`config.mk`:
```
export PLATFORM = sky130hd
export DESIGN_NAME = spi_ctrl
export DESIGN_NICKNAME = d
export VERILOG_FILES = /design/src/rtl/spi_pkg.sv /design/src/rtl/spi_fifo.sv /design/src/rtl/spi_sckgen.sv /design/src/rtl/spi_ctrl.sv
export SDC_FILE = /design/constraint.sdc
export NUM_CORES = 1
export LEC_CHECK = 0
export ABC_AREA = 1
export BUFFER_PORTS_ARGS = -buffer_cell sky130_fd_sc_hd__buf_4
export CAP_MARGIN = 30
export CORE_MARGIN = 3
export CORE_UTILIZATION = 55
export CTS_CLUSTER_SIZE = 25
export DETAILED_ROUTE_END_ITERATION = 10
export PLACE_DENSITY_LB_ADDON = 0.05
export SYNTH_ARGS = -nofsm -noshare
export SYNTH_HDL_FRONTEND = slang
export SYNTH_SLANG_ARGS = --single-unit
```
`constraint.sdc`:
```
create_clock -name clk -period 3.7 [get_ports clk]
set_clock_uncertainty 0.2 [all_clocks]
set_input_delay 0.555 -clock clk [delete_from_list [all_inputs] [get_ports clk]]
set_output_delay 0.555 -clock clk [all_outputs]
set_load 0.01 [all_outputs]
```
`src/rtl/spi_pkg.sv`:
```
package spi_pkg;
    typedef enum logic [1:0] {
        ST_IDLE,
        ST_MXFER,
        ST_SXFER
    } spi_state_e;

    localparam logic [1:0] NSS_THREE_WIRE = 2'd0;
    localparam logic [1:0] NSS_SEL_IN     = 2'd1;
    localparam logic [1:0] NSS_CS_OUT     = 2'd2;
endpackage

```
`src/rtl/spi_fifo.sv`:
```
module spi_fifo #(
    parameter int W     = 8,
    parameter int DEPTH = 2
) (
    input  logic         clk,
    input  logic         rst_n,
    input  logic         push,
    input  logic [W-1:0] wdata,
    input  logic         pop,
    output logic [W-1:0] rdata,
    output logic         empty,
    output logic         full
);
    localparam int PW = (DEPTH > 1) ? $clog2(DEPTH) : 1;
    localparam int CW = $clog2(DEPTH + 1);

    logic [W-1:0]  mem [DEPTH];
    logic [PW-1:0] wp, rp;
    logic [CW-1:0] cnt;
    logic          do_push, do_pop;

    assign empty   = (cnt == '0);
    assign full    = (cnt == CW'(DEPTH));
    assign do_push = push && !full;
    assign do_pop  = pop && !empty;
    assign rdata   = mem[rp];

    always_ff @(posedge clk) begin
        if (do_push) mem[wp] <= wdata;
    end

    always_ff @(posedge clk or negedge rst_n) begin
        if (!rst_n) begin
            wp  <= '0;
            rp  <= '0;
            cnt <= '0;
        end else begin
            if (do_push) wp <= (wp == PW'(DEPTH - 1)) ? '0 : wp + 1'b1;
            if (do_pop)  rp <= (rp == PW'(DEPTH - 1)) ? '0 : rp + 1'b1;
            if (do_push && !do_pop)      cnt <= cnt + 1'b1;
            else if (do_pop && !do_push) cnt <= cnt - 1'b1;
        end
    end

    // a full queue ignores a push and keeps its head
    p_full_hold_r3: assert property (@(posedge clk) disable iff (!rst_n)
        full && push && !pop |=> full && rdata == $past(rdata));

    // popping an empty queue changes nothing
    p_empty_pop_r3: assert property (@(posedge clk) disable iff (!rst_n)
        empty && pop && !push |=> empty);
endmodule

```
`src/rtl/spi_sckgen.sv`:
```
module spi_sckgen #(
    parameter int DIVW = 8
) (
    input  logic            clk,
    input  logic            rst_n,
    input  logic            run,
    input  logic [DIVW-1:0] div,
    output logic            tick
);
    logic [DIVW-1:0] cnt;

    assign tick = run && (cnt == div);

    always_ff @(posedge clk or negedge rst_n) begin
        if (!rst_n)            cnt <= '0;
        else if (!run || tick) cnt <= '0;
        else                   cnt <= cnt + 1'b1;
    end

    // with a non-zero divisor, two ticks are never adjacent
    p_tick_gap_r2: assert property (@(posedge clk) disable iff (!rst_n)
        tick && div != '0 |=> !tick || div == '0);
endmodule

```
`src/rtl/spi_ctrl.sv`:
```
module spi_ctrl
    import spi_pkg::*;
#(
    parameter int DW     = 8,
    parameter int DIVW   = 8,
    parameter int TMOW   = 8,
    parameter int FDEPTH = 2
) (
    input  logic            clk,
    input  logic            rst_n,
    input  logic            mstr_set,
    input  logic            mstr_clr,
    input  logic            cfg_cpol,
    input  logic            cfg_cpha,
    input  logic [1:0]      cfg_nss_mode,
    input  logic            cfg_cs_level,
    input  logic [DIVW-1:0] cfg_div,
    input  logic [TMOW-1:0] cfg_tmo,
    input  logic [DW-1:0]   tx_data,
    input  logic            tx_push,
    output logic            tx_full,
    output logic [DW-1:0]   rx_data,
    input  logic            rx_pop,
    output logic            rx_valid,
    output logic            rx_tmo,
    output logic            mstr_en,
    output logic            mode_fault,
    input  logic            mf_clr,
    input  logic            sck_i,
    output logic            sck_o,
    output logic            sck_oe,
    input  logic            mosi_i,
    output logic            mosi_o,
    output logic            mosi_oe,
    input  logic            miso_i,
    output logic            miso_o,
    output logic            miso_oe,
    input  logic            nss_i,
    output logic            nss_o,
    output logic            nss_oe
);
    localparam int BCW = $clog2(DW);

    spi_state_e      st, st_nx;
    logic            sck_s1, sck_s2, sck_s3, mosi_s1, mosi_s2, nss_s1, nss_s2;
    logic            tick, sck_r, fault_now, selected, load;
    logic            m_lead, m_trail, lead, trail, din, byte_end;
    logic [BCW:0]    hc;
    logic [BCW-1:0]  tcnt;
    logic [DW-1:0]   txs, rxs, tx_head, next_tx, rx_word;
    logic            tx_empty, tx_pop, rx_full, rx_empty;
    logic [TMOW-1:0] tmo_cnt;

    // Queues
    spi_fifo #(.W(DW), .DEPTH(FDEPTH)) u_txq (
        .clk(clk), .rst_n(rst_n), .push(tx_push), .wdata(tx_data), .pop(tx_pop),
        .rdata(tx_head), .empty(tx_empty), .full(tx_full));

    spi_fifo #(.W(DW), .DEPTH(FDEPTH)) u_rxq (
        .clk(clk), .rst_n(rst_n), .push(byte_end), .wdata(rx_word), .pop(rx_pop),
        .rdata(rx_data), .empty(rx_empty), .full(rx_full));

    spi_sckgen #(.DIVW(DIVW)) u_sck (
        .clk(clk), .rst_n(rst_n), .run(st == ST_MXFER), .div(cfg_div), .tick(tick));

    // Pin synchronisers for the slave role
    always_ff @(posedge clk or negedge rst_n) begin
        if (!rst_n) begin
            {sck_s1, sck_s2, sck_s3} <= '0;
            {mosi_s1, mosi_s2}       <= '0;
            {nss_s1, nss_s2}         <= 2'b11;
        end else begin
            {sck_s1, sck_s2, sck_s3} <= {sck_i, sck_s1, sck_s2};
            {mosi_s1, mosi_s2}       <= {mosi_i, mosi_s1};
            {nss_s1, nss_s2}         <= {nss_i, nss_s1};
        end
    end

    assign fault_now = mstr_en && (cfg_nss_mode == NSS_SEL_IN) && !nss_s2;
    assign selected  = (cfg_nss_mode == NSS_SEL_IN) ? !nss_s2 : 1'b1;

    // Edge events: internal divider as master, synchronised SCK as slave
    assign m_lead   = (st == ST_MXFER) && tick && !hc[0];
    assign m_trail  = (st == ST_MXFER) && tick && hc[0];
    assign lead     = m_lead  || ((st == ST_SXFER) && (sck_s3 == cfg_cpol) && (sck_s2 != cfg_cpol));
    assign trail    = m_trail || ((st == ST_SXFER) && (sck_s3 != cfg_cpol) && (sck_s2 == cfg_cpol));
    assign din      = (st == ST_MXFER) ? miso_i : mosi_s2;
    assign byte_end = trail && (tcnt == BCW'(DW - 1));
    assign rx_word  = cfg_cpha ? {rxs[DW-2:0], din} : rxs;
    assign next_tx  = tx_empty ? '0 : tx_head;
    assign load     = (st == ST_IDLE) && (st_nx != ST_IDLE);
    assign tx_pop   = (load || ((st == ST_SXFER) && byte_end)) && !tx_empty;

    // State register
    always_ff @(posedge clk or negedge rst_n) begin
        if (!rst_n) st <= ST_IDLE;
        else        st <= st_nx;
    end

    // Next state
    always_comb begin
        st_nx = st;
        unique case (st)
            ST_IDLE: begin
                if (fault_now)                        st_nx = ST_IDLE;
                else if (mstr_en) begin
                    if (!tx_empty && !rx_full)        st_nx = ST_MXFER;
                end else if (selected)                st_nx = ST_SXFER;
            end
            ST_MXFER: begin
                if (fault_now || !mstr_en || byte_end) st_nx = ST_IDLE;
            end
            ST_SXFER: begin
                if (mstr_en || !selected)             st_nx = ST_IDLE;
            end
            default:                                  st_nx = ST_IDLE;
        endcase
    end

    // Shift datapath and flags
    always_ff @(posedge clk or negedge rst_n) begin
        if (!rst_n) begin
            txs        <= '0;
            rxs        <= '0;
            tcnt       <= '0;
            hc         <= '0;
            sck_r      <= 1'b0;
            mstr_en    <= 1'b0;
            mode_fault <= 1'b0;
            tmo_cnt    <= '0;
        end else begin
            if (load) begin
                txs  <= next_tx;
                tcnt <= '0;
                hc   <= '0;
            end else if (st != ST_IDLE) begin
                if (lead) begin
                    if (!cfg_cpha)         rxs <= {rxs[DW-2:0], din};
                    else if (tcnt != '0)   txs <= {txs[DW-2:0], 1'b0};
                end
                if (trail) begin
                    if (cfg_cpha) rxs <= {rxs[DW-2:0], din};
                    if (byte_end) begin
                        tcnt <= '0;
                        if (st == ST_SXFER) txs <= next_tx;
                    end else begin
                        tcnt <= tcnt + 1'b1;
                        if (!cfg_cpha) txs <= {txs[DW-2:0], 1'b0};
                    end
                end
                if (tick) hc <= hc + 1'b1;
            end

            if (st != ST_MXFER || load) sck_r <= cfg_cpol;
            else if (m_lead)            sck_r <= ~cfg_cpol;
            else if (m_trail)           sck_r <= cfg_cpol;

            if (fault_now)     mstr_en <= 1'b0;
            else if (mstr_clr) mstr_en <= 1'b0;
            else if (mstr_set) mstr_en <= 1'b1;

            if (fault_now)   mode_fault <= 1'b1;
            else if (mf_clr) mode_fault <= 1'b0;

            if (mstr_en || rx_empty || byte_end || rx_pop || lead || trail) tmo_cnt <= '0;
            else if (tmo_cnt != cfg_tmo)                                     tmo_cnt <= tmo_cnt + 1'b1;
        end
    end

    // Outputs
    always_comb begin
        sck_o    = sck_r;
        sck_oe   = mstr_en;
        mosi_o   = txs[DW-1];
        mosi_oe  = mstr_en;
        miso_o   = txs[DW-1];
        miso_oe  = (st == ST_SXFER);
        nss_o    = cfg_cs_level;
        nss_oe   = (cfg_nss_mode == NSS_CS_OUT);
        rx_valid = !rx_empty;
        rx_tmo   = !mstr_en && !rx_empty && (cfg_tmo != '0) && (tmo_cnt == cfg_tmo);
    end

    // a fault leaves master disabled and the pins released
    p_fault_release_r8: assert property (@(posedge clk) disable iff (!rst_n)
        $rose(mode_fault) |-> !mstr_en && !sck_oe);

    // SCK rests at its idle level between master bytes
    p_sck_idle_r2: assert property (@(posedge clk) disable iff (!rst_n)
        st == ST_IDLE && $past(st == ST_IDLE) && $past(mstr_en) && $stable(cfg_cpol)
        |-> sck_o == cfg_cpol);

    // no master byte begins while received data has no room
    p_no_start_full_r4: assert property (@(posedge clk) disable iff (!rst_n)
        st == ST_IDLE && rx_full |=> st != ST_MXFER);
endmodule

```
==> flow_summary_export.csv <==
group,metric,value,unit
finish,nets,673,
routing,routedWlPerCell,13.5,um
finish,syn_to_final_growth,14.6,%
global_routing,grtUsageMet2,37.1,%
sta,fin_setup_tns,0,ns
floorplanning,start_util,57.0,%
worst_setup_path,worstPathArrival,3.05,ns
finish,drive_above_1_share,15.2,%
routing,drtAntennaViolNets,0,
global_routing,grtUsageMet3,3.26,%
synthesis,synth-edff-count,32,
floorplanning,die_w,98.5,um
global_routing,track_usage,21.8,%
sta,setup_slack,0.675,ns
floorplanning,coreArea,8260,sq um
placed_design,io_buffers,58,
run_status,outcome,"finished, final reports clean",
routing,drc,0,
sta,tightest_slew,0.711,ns
clocking,htreeDepth,3,
synthesis,synth_area_per_cell,8.26,sq um
routing,postRouteWirelength,9.91,mm
placed_design,place_congestion,0.909,
worst_hold_path,hp-class,"primary input to async pin",
sta,hold_viol,0,
global_routing,grt.busiest_layer,"met2",
finish,num-fill-cells,715,
synthesis,synth_ff_type,"dfrtp_1",
clocking,post_cts_resize_count,0,
clocking,clk_pin_slew,0.08,ns
synthesis,synthCells,570,
sta,slew_viol_final,0,
placed_design,pre_cts_slack,0.612,ns
routing,drt-initial-drc-count,224,
clocking,numCtsBuffers,9,
worst_setup_path,reg2reg_slack,0.68,ns
worst_setup_path,crit_fanout,15,
sta,period_minus_slack,3.02,ns
routing,vias_per_cell,5.36,
global_routing,grt_pass1_wl,17.3,mm
synthesis,synth_cell_types,41,
power,vdd_ir_drop_max,0.341,mV
finish,antenna_cells,0,
synthesis,yosysSeqAreaShare,50.2,%
floorplanning,num_rows,33,
power,power_per_cell_area,580,nW/um^2
clocking,clock_latency,0.34,ns
global_routing,grt_start_max_net_pins,57,
floorplanning,die_y,98.5,um
synthesis,synth_top_area_cell,"dfrtp_1",
synthesis,yosysMostFrequentCell,"nand2_1",
global_routing,grt_antenna_before_repair,0,
power,leakagePower,2.49,nW
worst_setup_path,critPathCaptureType,"register",
clocking,cts_tree,"done",
worst_setup_path,critical_path_class,"register to register",
sta,post-route-period-util,81.7,%
global_routing,grt_pass1_vias,3817,
synthesis,synth_area_leaders,"dfrtp_1 (29%), edfxtp_1 (20%), nand2_1 (12%)",
clocking,numClockSinks,88,
sta,fmax,331,MHz
clocking,postCtsSetupRepairBufs,0,
synthesis,synth_commonest_cells,"nand2_1 (147), inv_1 (65), dfrtp_1 (54)",
global_routing,grt_overflow_total,0,
synthesis,ys_ff_latch,88,
synthesis,syn_area,4710,sq um
global_routing,grtUsageMet1,27.9,%
routing,via_count,3942,
sta,finalSetupViolCount,0,
floorplanning,io_pins,61,
sta,grt_setup_unrepaired,"no",
routing,dr.pass1.iters,5,
clocking,holdBufCountCts,0,
synthesis,synth_fp_nets,617,
worst_setup_path,critPathLaunchType,"register",
synthesis,ys_warn_count,0,
placed_design,hpwl,7.27,mm
worst_setup_path,cp.required,3.72,ns
sta,slew_headroom,52.6,%
clocking,cts_buffer_depth,2,
floorplanning,die_area,9700,sq um
clocking,root_buffer,"clkbuf_8",
job,cap_violations,0,
synthesis,netlist.area_leader.share,28.7,%
synthesis,synthArstFlopShare,63.6,%
==> layout by cell type (no fill, tap or decap), types with 3 or more instances in the layout <==
master | netlist | layout
a21oi_1 | 27 | 27
ha_1 | 7 | 7
inv_1 | 65 | 65
o21ai_1 | 4 | 4
nor4_1 | 4 | 4
nor2_1 | 42 | 42
nand3_1 | 49 | 49
edfxtp_1 | 32 | 32
o21ai_0 | 46 | 46
nand2_2 | 5 | 5
buf_4 | 5 | 61
o22ai_1 | 3 | 3
or2_2 | 3 | 3
nand2_1 | 147 | 147
clkbuf_8 | 0 | 9
xor2_1 | 9 | 9
dfrtp_1 | 54 | 54
nor3_1 | 9 | 9
nand2_4 | 4 | 4
xnor2_1 | 7 | 7
clkbuf_1 | 9 | 3
nand4_1 | 10 | 10
==> power breakdown <==
group	total (W)	leakage [nW]	switching (W)	internal (W)
Sequential	0.00139	1.01	0.000168	0.00123
Combinational	0.00112	1.39	0.000687	0.000436
Clock	0.000609	0.0885	0.000325	0.000284
Total	0.00313	2.49	0.00118	0.00195
==> area by class of cell <==
cell class	instances	area, sq um	share of cell area [%]
clock inverter	3	17.5	0.325
tap	105	131	2.44
multi-input combinational	397	2000	37.1
timing repair buffer	61	458	8.49
inverter	69	259	4.80
sequential	88	2360	43.9
clock buffer	13	160	2.97
==> flip-flops by register name (all words and copies together) (netlist names), 2 cells and up <==
name       flops
u_rxq.mem     16
u_txq.mem     16
rxs            8
tmo_cnt        8
txs            8
u_sck.cnt      8
tcnt           3
st             2
u_rxq.cnt      2
u_txq.cnt      2
==> final timing paths <==
check                              from      endpoint  cells past startpoint
worst max-delay path              st[0]  u_txq.cnt[1]                     16
worst max register to register    st[0]  u_txq.cnt[1]                     16
worst min register to register  mosi_s1       mosi_s2                      0
min in group clk                  sck_i        sck_s1                      1
max in group asynchronous         rst_n        txs[4]                      1
worst min-delay path              rst_n  u_sck.cnt[3]                      1
==> per-layer routing <==
| layer | vias up | wire length, um |
|---|---|---|
| li1 | 1985 | - |
| met1 | 1823 | 4400 |
| met3 | 16 | 472 |
| met5 | - | 0 |
| met2 | 118 | 4870 |
| met4 | 0 | 169 |
==> metrics by stage <==
stage	cells	area, sq um	power, W	hold slack [ns]	utilization (%)
floorplan	570	4710	0.00218	0.0594	-
global route	736	5390	0.00340	0.0893	65.3
CTS	736	5390	0.00315	0.0780	65.3
finish	736	5390	0.00313	0.0617	65.3
global placement	720	5220	0.00250	0.138	63.2
detailed placement	720	5220	0.00254	0.144	63.2
==> logic make-up after synthesis <==
| family | count (synthesis) | synth area share, % |
|---|---|---|
| flops | 88 | 50.2 |
| simple gates | 283 | 27.2 |
| xor+xnor | 16 | 2.98 |
| buf+inv | 85 | 7.23 |
| fa+ha+maj | 7 | 1.86 |
| compound gates | 88 | 9.84 |
| mux | 3 | 0.665 |
==> critical path, stage by stage (launching register included) <==
cell	delay, ns
dfrtp_1	0.47
nor2_8	0.20
inv_2	0.12
or3_4	0.41
nand2_4	0.19
nand2_4	0.11
nand2_1	0.08
nand2_1	0.06
nand2_2	0.08
nand2_4	0.09
nand2_4	0.10
nand2_2	0.08
nand2_2	0.07
ha_1	0.25
a21oi_1	0.11
o21ai_0	0.12
xor2_1	0.16
No activity file was read; power rests on OpenSTA's default activity.
